==> src/rtl/clkseq_pkg.sv <==
package clkseq_pkg;

   typedef enum logic [1:0] {
      MODE_AUTO = 2'b00,
      MODE_PLL  = 2'b01,
      MODE_EXT  = 2'b10,
      MODE_XTAL = 2'b11
   } clk_mode_e;

   typedef enum logic [1:0] {
      SRC_NONE = 2'b00,
      SRC_PLL  = 2'b01,
      SRC_EXT  = 2'b10,
      SRC_XTAL = 2'b11
   } clk_src_e;

   typedef enum logic [2:0] {
      ST_IDLE,
      ST_WAIT,
      ST_GATE,
      ST_RUN,
      ST_SHUT,
      ST_FAULT
   } seq_state_e;

endpackage

==> src/rtl/clkseq_tick_timer.sv <==
module clkseq_tick_timer #(
   parameter int FIRST_TICKS = 500,
   parameter int NEXT_TICKS  = 50
) (
   input  logic clk,
   input  logic rst_n,
   input  logic restart,
   input  logic run,
   input  logic tick,
   output logic expire
);
   localparam int MAXV  = (FIRST_TICKS > NEXT_TICKS) ? FIRST_TICKS : NEXT_TICKS;
   localparam int CNT_W = $clog2(MAXV + 1);
   localparam logic [CNT_W-1:0] FIRST_LD = CNT_W'(FIRST_TICKS - 1);
   localparam logic [CNT_W-1:0] NEXT_LD  = CNT_W'(NEXT_TICKS - 1);

   generate
      if (FIRST_TICKS < 1) begin : g_bad_first
         $error("clkseq_tick_timer: FIRST_TICKS must be at least 1");
      end
      if (NEXT_TICKS < 1) begin : g_bad_next
         $error("clkseq_tick_timer: NEXT_TICKS must be at least 1");
      end
   endgenerate

   logic [CNT_W-1:0] cnt;

   assign expire = run && tick && (cnt == '0);

   always_ff @(posedge clk) begin
      if (!rst_n) begin
         cnt <= '0;
      end else if (restart) begin
         cnt <= FIRST_LD;
      end else if (run && tick) begin
         if (cnt == '0) cnt <= NEXT_LD;
         else           cnt <= cnt - 1'b1;
      end
   end

   // the count never leaves the range of the longer interval
   p_cnt_range_r3: assert property (@(posedge clk) disable iff (!rst_n)
      cnt <= CNT_W'(MAXV - 1));

endmodule

==> src/rtl/clkseq_lock_qual.sv <==
module clkseq_lock_qual #(
   parameter int HITS    = 3,
   parameter int SAMPLES = 191
) (
   input  logic clk,
   input  logic rst_n,
   input  logic clear,
   input  logic sample,
   input  logic lock,
   output logic locked,
   output logic failed
);
   localparam int HW = $clog2(HITS + 1);
   localparam int SW = $clog2(SAMPLES + 1);

   generate
      if (HITS < 1) begin : g_bad_hits
         $error("clkseq_lock_qual: HITS must be at least 1");
      end
      if (HITS > SAMPLES) begin : g_bad_window
         $error("clkseq_lock_qual: window holds fewer samples than HITS");
      end
   endgenerate

   logic [HW-1:0] hit_cnt, hit_nxt;
   logic [SW-1:0] smp_cnt, smp_nxt;
   logic          take;

   assign take    = sample && !locked && !failed;
   assign hit_nxt = hit_cnt + HW'(lock);
   assign smp_nxt = smp_cnt + 1'b1;

   always_ff @(posedge clk) begin
      if (!rst_n || clear) begin
         hit_cnt <= '0;
         smp_cnt <= '0;
         locked  <= 1'b0;
         failed  <= 1'b0;
      end else if (take) begin
         hit_cnt <= hit_nxt;
         smp_cnt <= smp_nxt;
         if (hit_nxt == HW'(HITS))         locked <= 1'b1;
         else if (smp_nxt == SW'(SAMPLES)) failed <= 1'b1;
      end
   end

   p_hit_bound_r4: assert property (@(posedge clk) disable iff (!rst_n)
      hit_cnt <= HW'(HITS));

   p_outcome_excl_r4: assert property (@(posedge clk) disable iff (!rst_n)
      !(locked && failed));

   p_window_bound_r3: assert property (@(posedge clk) disable iff (!rst_n)
      smp_cnt <= SW'(SAMPLES));

   p_stop_early_r4: assert property (@(posedge clk) disable iff (!rst_n)
      (locked && sample && !clear) |=> ($stable(hit_cnt) && $stable(smp_cnt)));

endmodule

==> src/rtl/clk_bringup_seq.sv <==
module clk_bringup_seq
   import clkseq_pkg::*;
#(
   parameter int SETTLE_TICKS = 500,
   parameter int POLL_TICKS   = 50,
   parameter int WINDOW_TICKS = 10000,
   parameter int LOCK_HITS    = 3
) (
   input  logic       clk,
   input  logic       rst_n,
   input  logic       tick,
   input  logic       start,
   input  logic       stop,
   input  logic [1:0] mode,
   input  logic       pll_lock,
   output logic       pll_en,
   output logic       ext_en,
   output logic       xtal_sel,
   output logic       gate_en,
   output logic       done,
   output logic       err,
   output logic [1:0] src
);
   localparam int SAMPLES = (WINDOW_TICKS - SETTLE_TICKS) / POLL_TICKS + 1;

   generate
      if (WINDOW_TICKS < SETTLE_TICKS) begin : g_bad_window
         $error("clk_bringup_seq: WINDOW_TICKS shorter than SETTLE_TICKS");
      end
      if (POLL_TICKS < 2) begin : g_bad_poll
         $error("clk_bringup_seq: POLL_TICKS must be at least 2");
      end
   endgenerate

   seq_state_e state;
   clk_mode_e  mode_q;
   clk_src_e   src_q;
   logic       start_ok, expire, q_locked, q_failed;

   assign start_ok = start && (state == ST_IDLE || state == ST_FAULT) && !stop;
   assign src      = src_q;

   clkseq_tick_timer #(
      .FIRST_TICKS (SETTLE_TICKS),
      .NEXT_TICKS  (POLL_TICKS)
   ) u_timer (
      .clk     (clk),
      .rst_n   (rst_n),
      .restart (start_ok),
      .run     (state == ST_WAIT),
      .tick    (tick),
      .expire  (expire)
   );

   clkseq_lock_qual #(
      .HITS    (LOCK_HITS),
      .SAMPLES (SAMPLES)
   ) u_qual (
      .clk    (clk),
      .rst_n  (rst_n),
      .clear  (start_ok),
      .sample (expire),
      .lock   (pll_lock),
      .locked (q_locked),
      .failed (q_failed)
   );

   always_ff @(posedge clk) begin
      if (!rst_n) begin
         state    <= ST_IDLE;
         mode_q   <= MODE_AUTO;
         src_q    <= SRC_NONE;
         pll_en   <= 1'b0;
         ext_en   <= 1'b0;
         xtal_sel <= 1'b0;
         gate_en  <= 1'b0;
         done     <= 1'b0;
         err      <= 1'b0;
      end else begin
         case (state)
            ST_IDLE, ST_FAULT: begin
               if (stop && state == ST_FAULT) begin
                  err   <= 1'b0;
                  state <= ST_IDLE;
               end else if (start_ok) begin
                  err    <= 1'b0;
                  mode_q <= clk_mode_e'(mode);
                  if (!mode[1]) begin
                     pll_en <= 1'b1;
                     state  <= ST_WAIT;
                  end else begin
                     ext_en   <= 1'b1;
                     xtal_sel <= mode[0];
                     src_q    <= mode[0] ? SRC_XTAL : SRC_EXT;
                     state    <= ST_GATE;
                  end
               end
            end
            ST_WAIT: begin
               if (stop) begin
                  state <= ST_SHUT;
               end else if (q_locked) begin
                  src_q <= SRC_PLL;
                  state <= ST_GATE;
               end else if (q_failed) begin
                  pll_en <= 1'b0;
                  if (mode_q == MODE_PLL) begin
                     err   <= 1'b1;
                     state <= ST_FAULT;
                  end else begin
                     ext_en   <= 1'b1;
                     xtal_sel <= 1'b1;
                     src_q    <= SRC_XTAL;
                     state    <= ST_GATE;
                  end
               end
            end
            ST_GATE: begin
               if (stop) begin
                  state <= ST_SHUT;
               end else begin
                  gate_en <= 1'b1;
                  done    <= 1'b1;
                  state   <= ST_RUN;
               end
            end
            ST_RUN: begin
               if (stop) begin
                  gate_en <= 1'b0;
                  state   <= ST_SHUT;
               end
            end
            ST_SHUT: begin
               pll_en   <= 1'b0;
               ext_en   <= 1'b0;
               xtal_sel <= 1'b0;
               src_q    <= SRC_NONE;
               done     <= 1'b0;
               state    <= ST_IDLE;
            end
            default: state <= ST_IDLE;
         endcase
      end
   end

   p_wait_gate_shut_r2: assert property (@(posedge clk) disable iff (!rst_n)
      (state == ST_WAIT) |-> (pll_en && !gate_en && !done));

   p_fault_safe_r5: assert property (@(posedge clk) disable iff (!rst_n)
      err |-> (!gate_en && !pll_en && !done));

   p_xtal_needs_ext_r7: assert property (@(posedge clk) disable iff (!rst_n)
      xtal_sel |-> ext_en);

   p_gate_after_cfg_r8: assert property (@(posedge clk) disable iff (!rst_n)
      $rose(gate_en) |-> (($past(src_q) != SRC_NONE) && $past(pll_en || ext_en)));

   p_gate_implies_done_r9: assert property (@(posedge clk) disable iff (!rst_n)
      gate_en |-> done);

   p_stop_gate_first_r10: assert property (@(posedge clk) disable iff (!rst_n)
      $fell(gate_en) |-> ($stable(pll_en) && $stable(ext_en) && done));

   p_sources_cleared_r10: assert property (@(posedge clk) disable iff (!rst_n)
      $fell(gate_en) |=> (!pll_en && !ext_en && !xtal_sel && !done));

   p_fault_stop_r11: assert property (@(posedge clk) disable iff (!rst_n)
      (err && stop) |=> !err);

endmodule

==> config.mk <==
export PLATFORM = sky130hd
export DESIGN_NAME = clk_bringup_seq
export DESIGN_NICKNAME = d
export VERILOG_FILES = /design/src/rtl/clkseq_pkg.sv /design/src/rtl/clkseq_tick_timer.sv /design/src/rtl/clkseq_lock_qual.sv /design/src/rtl/clk_bringup_seq.sv
export SDC_FILE = /design/constraint.sdc
export NUM_CORES = 1
export LEC_CHECK = 0
export ABC_AREA = 1
export CORE_MARGIN = 2
export CORE_UTILIZATION = 57
export DETAILED_ROUTE_END_ITERATION = 6
export PLACE_DENSITY = 0.79
export SYNTH_ARGS = -nofsm -noshare
export SYNTH_HDL_FRONTEND = slang
export SYNTH_SLANG_ARGS = --single-unit
export TNS_END_PERCENT = 30
==> constraint.sdc <==
create_clock -name clk -period 1.6 [get_ports clk]
set_input_delay 0.48 -clock clk [delete_from_list [all_inputs] [get_ports clk]]
set_output_delay 0.48 -clock clk [all_outputs]
set_load 0.005 [all_outputs]
---- Yosys cells after proc, flatten, opt, wreduce, memory -nomap -nowiden ----
Index checks and enable logic that the tools add are counted.
storage, ports and cells
  flip-flop bits (word level) ............. 34
  input bits .............................. 8
cells by class
  reductions and logical operators ........ 32
  $add $sub $neg .......................... 3
  multiplexer cells ....................... 52
  equality and inequality tests ........... 23
  bitwise logic cells ..................... 3
operators by type and width
  operator                                                count
  two-way mux 9 bit                                       3
  two-way mux 1 bit                                       25
  two-way mux 3 bit                                       8
  inequality test 2 bit (second input constant)           9
  two-way mux 2 bit                                       8
  AND reduction 7 bit                                     2
  one-hot mux 3 bit (4 select lines)                      1
  AND reduction 3 bit                                     4
  zero test 9 bit                                         1
  one-hot mux 1 bit (3 select lines)                      3
  subtractor 9 x 1 -> 9 bit (second input constant)       1
  adder 8 x 1 -> 8 bit (second input constant)            1
  equality test 8 bit (second input constant)             1
  AND reduction 8 bit                                     1
  nonzero test 2 bit                                      4
  logical AND 1 bit                                       7
  equality test 3 x 2 -> 1 bit (second input constant)    2
  equality test 3 bit (second input constant)             2
  inequality test 3 x 2 -> 1 bit (second input constant)  2
  one-hot mux 1 bit (2 select lines)                      3
  one-hot mux 2 bit (3 select lines)                      1
  AND reduction 6 bit                                     1
  zero test 1 bit                                         4
  inequality test 2 x 1 -> 1 bit (second input constant)  2
  other kinds (12)                                        17

---- Longest topological paths before layout ----
Gate-level depths: netlist of run 1.
  word-level depth ........................ 7
  gate-level depth with buffers ........... 10
  depth with buffers taken out ............ 10

---- By module ----
Synthesis of run 1 repeated with hierarchy kept, for this count alone.
unflattened totals
  cells, all modules ...................... 310
  area total of the unflattened synthesis .. 2,065.7 um2
by module, submodules not included
  module             instances  seq. area each (um2)  area an instance (um2)  cells each
  clk_bringup_seq    1          260.2                 824.5                   126
  clkseq_lock_qual   1          240.2                 675.6                   98
  clkseq_tick_timer  1          180.2                 565.5                   86

---- Worst setup path after synthesis of run 1 ----
No wires, ideal clock.
  kind .................................... input-to-reg
  from .................................... input port pll_lock
  to ...................................... register u_qual.failed
  path slack .............................. 0.172 ns
  setup time .............................. 0.070 ns
  arrival time ............................ 1.358 ns
  cell stages on the path ................. 7
  data required time ...................... 1.530 ns
  cells stage by stage .................... ha_1 or2_2 nand3_1 nand3_1 nor2_1 nand3_1 a21oi_1
on the way
  word-level cells in the longest chain between the ends .. 4
RTL lines
  element                               line                    RTL
  start, declared                       clk_bringup_seq.sv:15   input logic pll_lock,
  adder 2 x 1 -> 2 bit                  clkseq_lock_qual.sv:30  assign hit_nxt = hit_cnt + HW'(lock);
  equality test 2 bit                   clkseq_lock_qual.sv:42  if (hit_nxt == HW'(HITS)) locked <= 1'b1;
  inverter 1 bit (no source line)       --
  AND reduction 3 bit (no source line)  --
  end signal, assigned                  clkseq_lock_qual.sv:38  failed <= 1'b0;
  end signal, assigned                  clkseq_lock_qual.sv:43  else if (smp_nxt == SW'(SAMPLES)) failed <= 1'b1;
  end, declared                         clkseq_lock_qual.sv:11  output logic failed
Every way passes these cells.
A chain may end at the register's enable or synchronous reset.

---- Worst setup path after layout of run 1 ----
  from .................................... register u_timer.cnt[1]
  to ...................................... register u_qual.smp_cnt[2]
on the way
  word-level cells in the longest chain between the ends .. 4
RTL lines
  element                          line                     RTL
  start, declared                  clkseq_tick_timer.sv:26  logic [CNT_W-1:0] cnt;
  start signal, assigned           clkseq_tick_timer.sv:37  else cnt <= cnt - 1'b1;
  zero test 9 bit                  clkseq_tick_timer.sv:28  assign expire = run && tick && (cnt == '0);
  logical AND 1 bit                clkseq_tick_timer.sv:28
  logical AND 1 bit (2 in series)  clkseq_lock_qual.sv:29   assign take = sample && !locked && !failed;
  end signal, assigned             clkseq_lock_qual.sv:41   smp_cnt <= smp_nxt;
  end, declared                    clkseq_lock_qual.sv:26   logic [SW-1:0] smp_cnt, smp_nxt;
Every way passes these cells.

==> run metrics, run 1 <==
outcome completed; WL/cell 11.9 µm; DP Cell Count 370; first-pass GRT wire length 7.73 mm; CTS sink count 34; Max Clock Skew 0.0106 ns; DP HPWL 3.30 mm; Detailed Route WL 4.50 mm; worst slew pin tran 0.341 ns; flops & latches, synth 34; dominant synthesized flop cell dfxtp_1; yosys warns 0; most common cell after layout, fill and taps aside nand2_1; Port Buffers 15; Initial Utilization 58.7%; crit path launch type flop; chip height 62.4 µm; share of post-route cells with drive strength above 1 27.3%; Period Utilization, post-route 93.5%; # IOs 16; clk root buf clkbuf_4; Required @ worst endpoint 1.88 ns; Clock transition at path regs 0.11 ns; post-synth cell types 32; vias in the first global route 1,805; row count 21; share of the synthesized area in the top cell type 35.0%; Clock Tree Buf Depth 2; largest net degree at the start of global routing 12; crit path buf inv count 3; post-synth net total 294; Syn Inst Count 282; post-synthesis instance area 0.00194 mm²; drt via density 5.28; most frequent cells in the layout nand2_1, nor2_1, inv_1; RSZ-0062 raised after global routing no; crit-path cells inv_1, ha_4, nand3_4, nor2_4, nand3_4, buf_12, buf_4, nand2_1, nand2_1, a21oi_1; min Tclk post-route 1.50 ns; area delta synth->final 30.5%; Seq/Total Area, Yosys 35.0%; Total Routing Usage GR 24.6%; Area contributors post-synth dfxtp_1, nand2_1, nor2_1; Power Total 3620 µW; FFs w/ async S/R, synth 0%; Core ar. 0.00331 mm²; largest fanout on the critical path 7; GR Overflow Total 0; Hold WC Path Type flop to flop; max-slew violation count 0; EDFF count, synth 0; slew margin rel. 77.1%; Fin. Hold Viols 0; Synth area leader dfxtp_1; max incr delay on CP 0.31 ns; leakage 0.00116 µW; Clk Latency, worst-skew pair 0.35 ns; Finish-stage setup viols 0; CTS tree done; PD cells 1430 mW/mm²; highest-delay cell along the critical path dfxtp_1; syn avg cell area 6.89 µm²; DP Worst Slack -0.330 ns; Initial DRC Count 138; DRC 0; First-pass DRT Iterations 4; Crit Path Class flop to flop; cts bufs inserted 5; Placer Congestion 0.941; H-Tree Level Count 2; # nets final 344; Antenna diodes 0; Vias 2,001; DIE AREA 0.00389 mm²; cell class contributing the biggest share of worst-path delay simple AND/OR/NAND/NOR gates; worst vdd ir 952 µV; Max-cap violations 0; CP Capture Type flop; Worst Slack Setup Final 0.104 ns; die width 62.4 µm; WP data arrival 1.78 ns; post-route ant nets 0; Max Freq 668 MHz; initial antenna violation count 0; non-filler cells, final 379
-- cells by family after synthesis --
kind of cell,count (synthesis),synth area share [%]
xor gates and xnor gates,4,1.80
and+or+nand+nor,145,36.0
AOI/OAI and AO/OA,51,15.6
buffers and inverters,44,9.07
DFF,34,35.0
adders and majority gates,4,2.57
-- cells in the mapped netlist, types with 2 or more instances --
library cell	count
a21oi_1	21
o21a_1	2
inv_2	6
nand2_1	53
o21bai_1	2
inv_1	34
nand3_4	2
nand4_1	7
nand3_2	4
dfxtp_1	34
a211oi_2	4
nor2_2	3
xnor2_1	2
o21ai_0	13
xor2_1	2
nand3_1	25
ha_1	4
nor3_1	4
o21ai_1	6
nor2_1	42
-- timing repair --
action / in CTS / in global routing
gates resized for setup: 17 / 27
pin swaps: 1 / 7
endpoints found under the setup margin: 11 / 22
hold buffers: 0 / 0
buffers inserted: 0 / 1
-- worst reg2reg max path, delay by kind of cell, from the launching register on --
family,cells,cell delay (ns)
AND/OR/NAND/NOR,5,0.48
buffers and inverters,3,0.40
flip-flops,1,0.31
adder cells (fa/ha/maj),1,0.16
AO/OA/AOI/OAI,1,0.10
-- area by class of cell --
| class | instances | area, µm² |
|---|---|---|
| timing repair buffer | 46 | 388 |
| inverter | 41 | 154 |
| tap | 46 | 57.6 |
| clock buffer | 5 | 37.5 |
| fill | 268 | 773 |
| multi-input combinational | 204 | 1160 |
| sequential | 34 | 699 |
| clock inverter | 3 | 40.0 |
-- worst paths after layout --
| check | slack, ns | cells after the start | from | end |
|---|---|---|---|---|
| max | 0.10 | 10 | u_timer.cnt[1] | u_qual.smp_cnt[2] |
| min | 0.46 | 2 | gate_en | gate_en |
| max reg2reg | 0.10 | 10 | u_timer.cnt[1] | u_qual.smp_cnt[2] |
| min reg2reg | 0.46 | 2 | gate_en | gate_en |
-- power breakdown --
part           switching (µW)  internal (µW)
sequential                140           1040
clock                     311            324
combinational            1020            781
-- flip-flops by register name (all words and copies together), names as in the netlist --
register,count
u_timer.cnt,9
state,3
u_qual.failed,1
mode_q,2
done,1
err,1
u_qual.locked,1
src,2
ext_en,1
u_qual.smp_cnt,8
xtal_sel,1
pll_en,1
u_qual.hit_cnt,2
gate_en,1
-- metrics by stage --
step	hold WS (ns)	util, %	TNS, ns	area [µm²]
finish	0.459	76.6	0	2540
global route	0.482	76.6	0	2540
CTS	0.459	73.8	-0.0488	2440
detailed placement	0.450	71.5	-7.33	2370
global placement	0.443	71.5	-6.37	2370
floorplan	0.437	-	0	1940
-- metal layers --
| metal | global-route usage, % | vias to the layer above | share of wire, % |
|---|---|---|---|
| met3 | 6.31 | 11 | 4.3 |
| met4 | 7.78 | 0 | 1.9 |
| met1 | 30.5 | 919 | 44 |
| met2 | 41.8 | 48 | 50 |
| met5 | 0 | - | 0 |
| li1 | - | 1023 | - |
(Power assumes the default switching activity.)
==> inputs of run 2 (changes only) <==
--- a/config.mk
+++ b/config.mk
@@ -6,11 +6,13 @@
 export NUM_CORES = 1
 export LEC_CHECK = 0
 export ABC_AREA = 1
+export CORE_ASPECT_RATIO = 0.75
 export CORE_MARGIN = 2
-export CORE_UTILIZATION = 57
+export CORE_UTILIZATION = 58
 export DETAILED_ROUTE_END_ITERATION = 6
 export PLACE_DENSITY = 0.79
 export SYNTH_ARGS = -nofsm -noshare
 export SYNTH_HDL_FRONTEND = slang
+export SYNTH_HIERARCHICAL = 1
 export SYNTH_SLANG_ARGS = --single-unit
 export TNS_END_PERCENT = 30
==> run metrics, run 2 <==
switching part of the total 37.7%; Finish-stage setup viols 0; Max-cap violations 0; CP Capture Type flop; Fin. Hold Viols 0; DP HPWL 3.57 mm; most common cell after layout, fill and taps aside nand2_1; Syn Inst Count 310; highest-delay cell along the critical path dfxtp_2; non-filler cells, final 401; first-pass GRT wire length 8.16 mm; RSZ-0062 raised after global routing yes; Period Utilization, post-route 99.7%; Seq pwr share 35.8%; cts bufs inserted 5; outcome completed; largest fanout on the critical path 6; # nets final 372; Hold WC Path Type flop to flop; biggest regs u_timer/cnt (9), u_qual/smp_cnt (8), state (3); Port Buffers 15; CTS tree done; max incr delay on CP 0.35 ns; initial antenna violation count 0; row count 18; share of the synthesized area in the top cell type 32.9%; H-Tree Level Count 2; Gate power share 41.3%; Antenna diodes 0; leakage 0.00130 µW; DRC 0; most frequent cells in the layout nand2_1, inv_1, nor2_1; Seq/Total Area, Yosys 32.9%; Area contributors post-synth dfxtp_1, nand2_1, inv_1; yosys warns 6; Initial Utilization 61.6%; GR Overflow Total 0; crit path buf inv count 3; Max Freq 627 MHz; Clock transition at path regs 0.07 ns; Initial DRC Count 182; syn avg cell area 6.66 µm²; post-route ant nets 0; Clk pwr share 22.8%; WP data arrival 1.82 ns; post-synth net total 322; Vias 2,135; Largest register FFs 9; flops & latches, synth 34; DIE AREA 0.00406 mm²; chip height 55.7 µm; Sw Pwr 1100 µW; die width 72.9 µm; EDFF count, synth 0; largest net degree at the start of global routing 11; Commonest cells post-synth nand2_1, inv_1, nor2_1; Required @ worst endpoint 1.82 ns; clk root buf clkbuf_8; min Tclk post-route 1.60 ns; CTS sink count 34; area delta synth->final 27.7%; Clock Tree Buf Depth 2; Detailed Route WL 4.69 mm; post-synth cell types 29; reg-to-reg slack, setup 0.004 ns; post-synthesis instance area 0.00207 mm²; First-pass DRT Iterations 5; Total Routing Usage GR 25.6%; worst slew pin tran 0.285 ns; max-slew violation count 0; Synth area leader dfxtp_1; cell class contributing the biggest share of worst-path delay simple AND/OR/NAND/NOR gates; WL/cell 11.7 µm; share of post-route cells with drive strength above 1 26.0%; Core ar. 0.00336 mm²; drt via density 5.32; Max Clock Skew 0.00784 ns; Crit Path Class flop to flop; worst vdd ir 783 µV; # IOs 16; vias in the first global route 1,887; FFs w/ async S/R, synth 0%; Internal 1810 µW; PD cells 1100 mW/mm²; dominant synthesized flop cell dfxtp_1; Power Total 2910 µW; crit-path cells inv_4, nor3_4, nand2_4, inv_8, nand3_4, inv_2, nand2_4, nor2_4, nand3_2, nor2_2, nand3_2, a21oi_2; cell with the most instances after synthesis nand2_1; crit path launch type flop; DP Cell Count 391; Biggest register u_timer/cnt; Clk Latency, worst-skew pair 0.29 ns; Placer Congestion 0.850; slew margin rel. 80.9%
## run 2: cell types whose count changed in the layout (fill, tap and decap cells not counted), sizes merged, moves of 3 or more
cell | before | now
dlygate4sd2 | 8 | 5
nand2 | 55 | 77
inv | 40 | 49
a21oi | 21 | 27
a211oi | 4 | 0
dlymetal6s2s | 1 | 5
nor3 | 5 | 2
nand4 | 7 | 10
o21ai | 20 | 16
## run 2: path summary, 6_finish.rpt
path / from / endpoint / cells past startpoint
worst min register to register: err / err / 2
worst max-delay path: state[0] / u_qual/failed / 12
worst max register to register: state[0] / u_qual/failed / 12
worst min-delay path: err / err / 2
## run 2: worst min-delay path: cells and delay by family (launching register included)
family | cells | cell delay (ns)
DFF | 1 | 0.31
AOI/OAI and AO/OA | 1 | 0.06
buffers and inverters | 1 | 0.05
## run 2: cell type report
cell class                      instances  area (µm²)
Clock buffer                            7        86.3
Clock inverter                          1        5.00
Fill cell                             249         718
Inverter                               49         194
Multi-Input combinational cell        223        1220
Sequential cell                        34         682
Tap cell                               40        50.0
Timing Repair Buffer                   47         404
## run 2: logic make-up after synthesis
group / share of synthesized area, %
AO/OA/AOI/OAI: 12.5
AND/OR/NAND/NOR: 40.5
buffers and inverters: 11.3
flip-flops: 32.9
adder cells (fa/ha/maj): 2.42
XOR/XNOR: 0.424
## run 2: timing repair
| action | in CTS | in global routing |
|---|---|---|
| endpoints found under the setup margin | 10 | 27 |
| gates resized for setup | 8 | 24 |
| hold buffers | 0 | 0 |
| pin swaps | 1 | 7 |
| setup buffers | 0 | 2 |
## run 2: stage by stage
step	setup WS [ns]	setup TNS (ns)	instance area (µm²)	hold WS (ns)	util, %
finish	0.00423	0	2640	0.452	78.6
floorplan	-0.158	-1.09	2080	0.439	-
CTS	-0.00166	-0.00244	2550	0.458	76.1
global placement	-0.282	-6.34	2460	0.437	73.4
global route	-0.0944	-0.429	2640	0.483	78.6
detailed placement	-0.352	-7.50	2460	0.448	73.4
## run 2: power groups by stage
| stage | registers [µW] | logic [µW] | clock network, µW |
|---|---|---|---|
| floorplan | 1050 | 771 | 0 |
| global placement | 1060 | 1140 | 0 |
| detailed placement | 1060 | 1150 | 0 |
| CTS | 1040 | 1150 | 673 |
| global route | 1060 | 1360 | 717 |
| finish | 1040 | 1200 | 665 |
## run 2: layer usage
layer | up-vias | global-route usage (%) | share of wire (%)
met3 | 7 | 7.07 | 7.7
li1 | 1096 | - | -
met5 | - | 0 | 0
met4 | 0 | 9.26 | 1.3
met2 | 76 | 36.4 | 41
met1 | 956 | 36.7 | 50
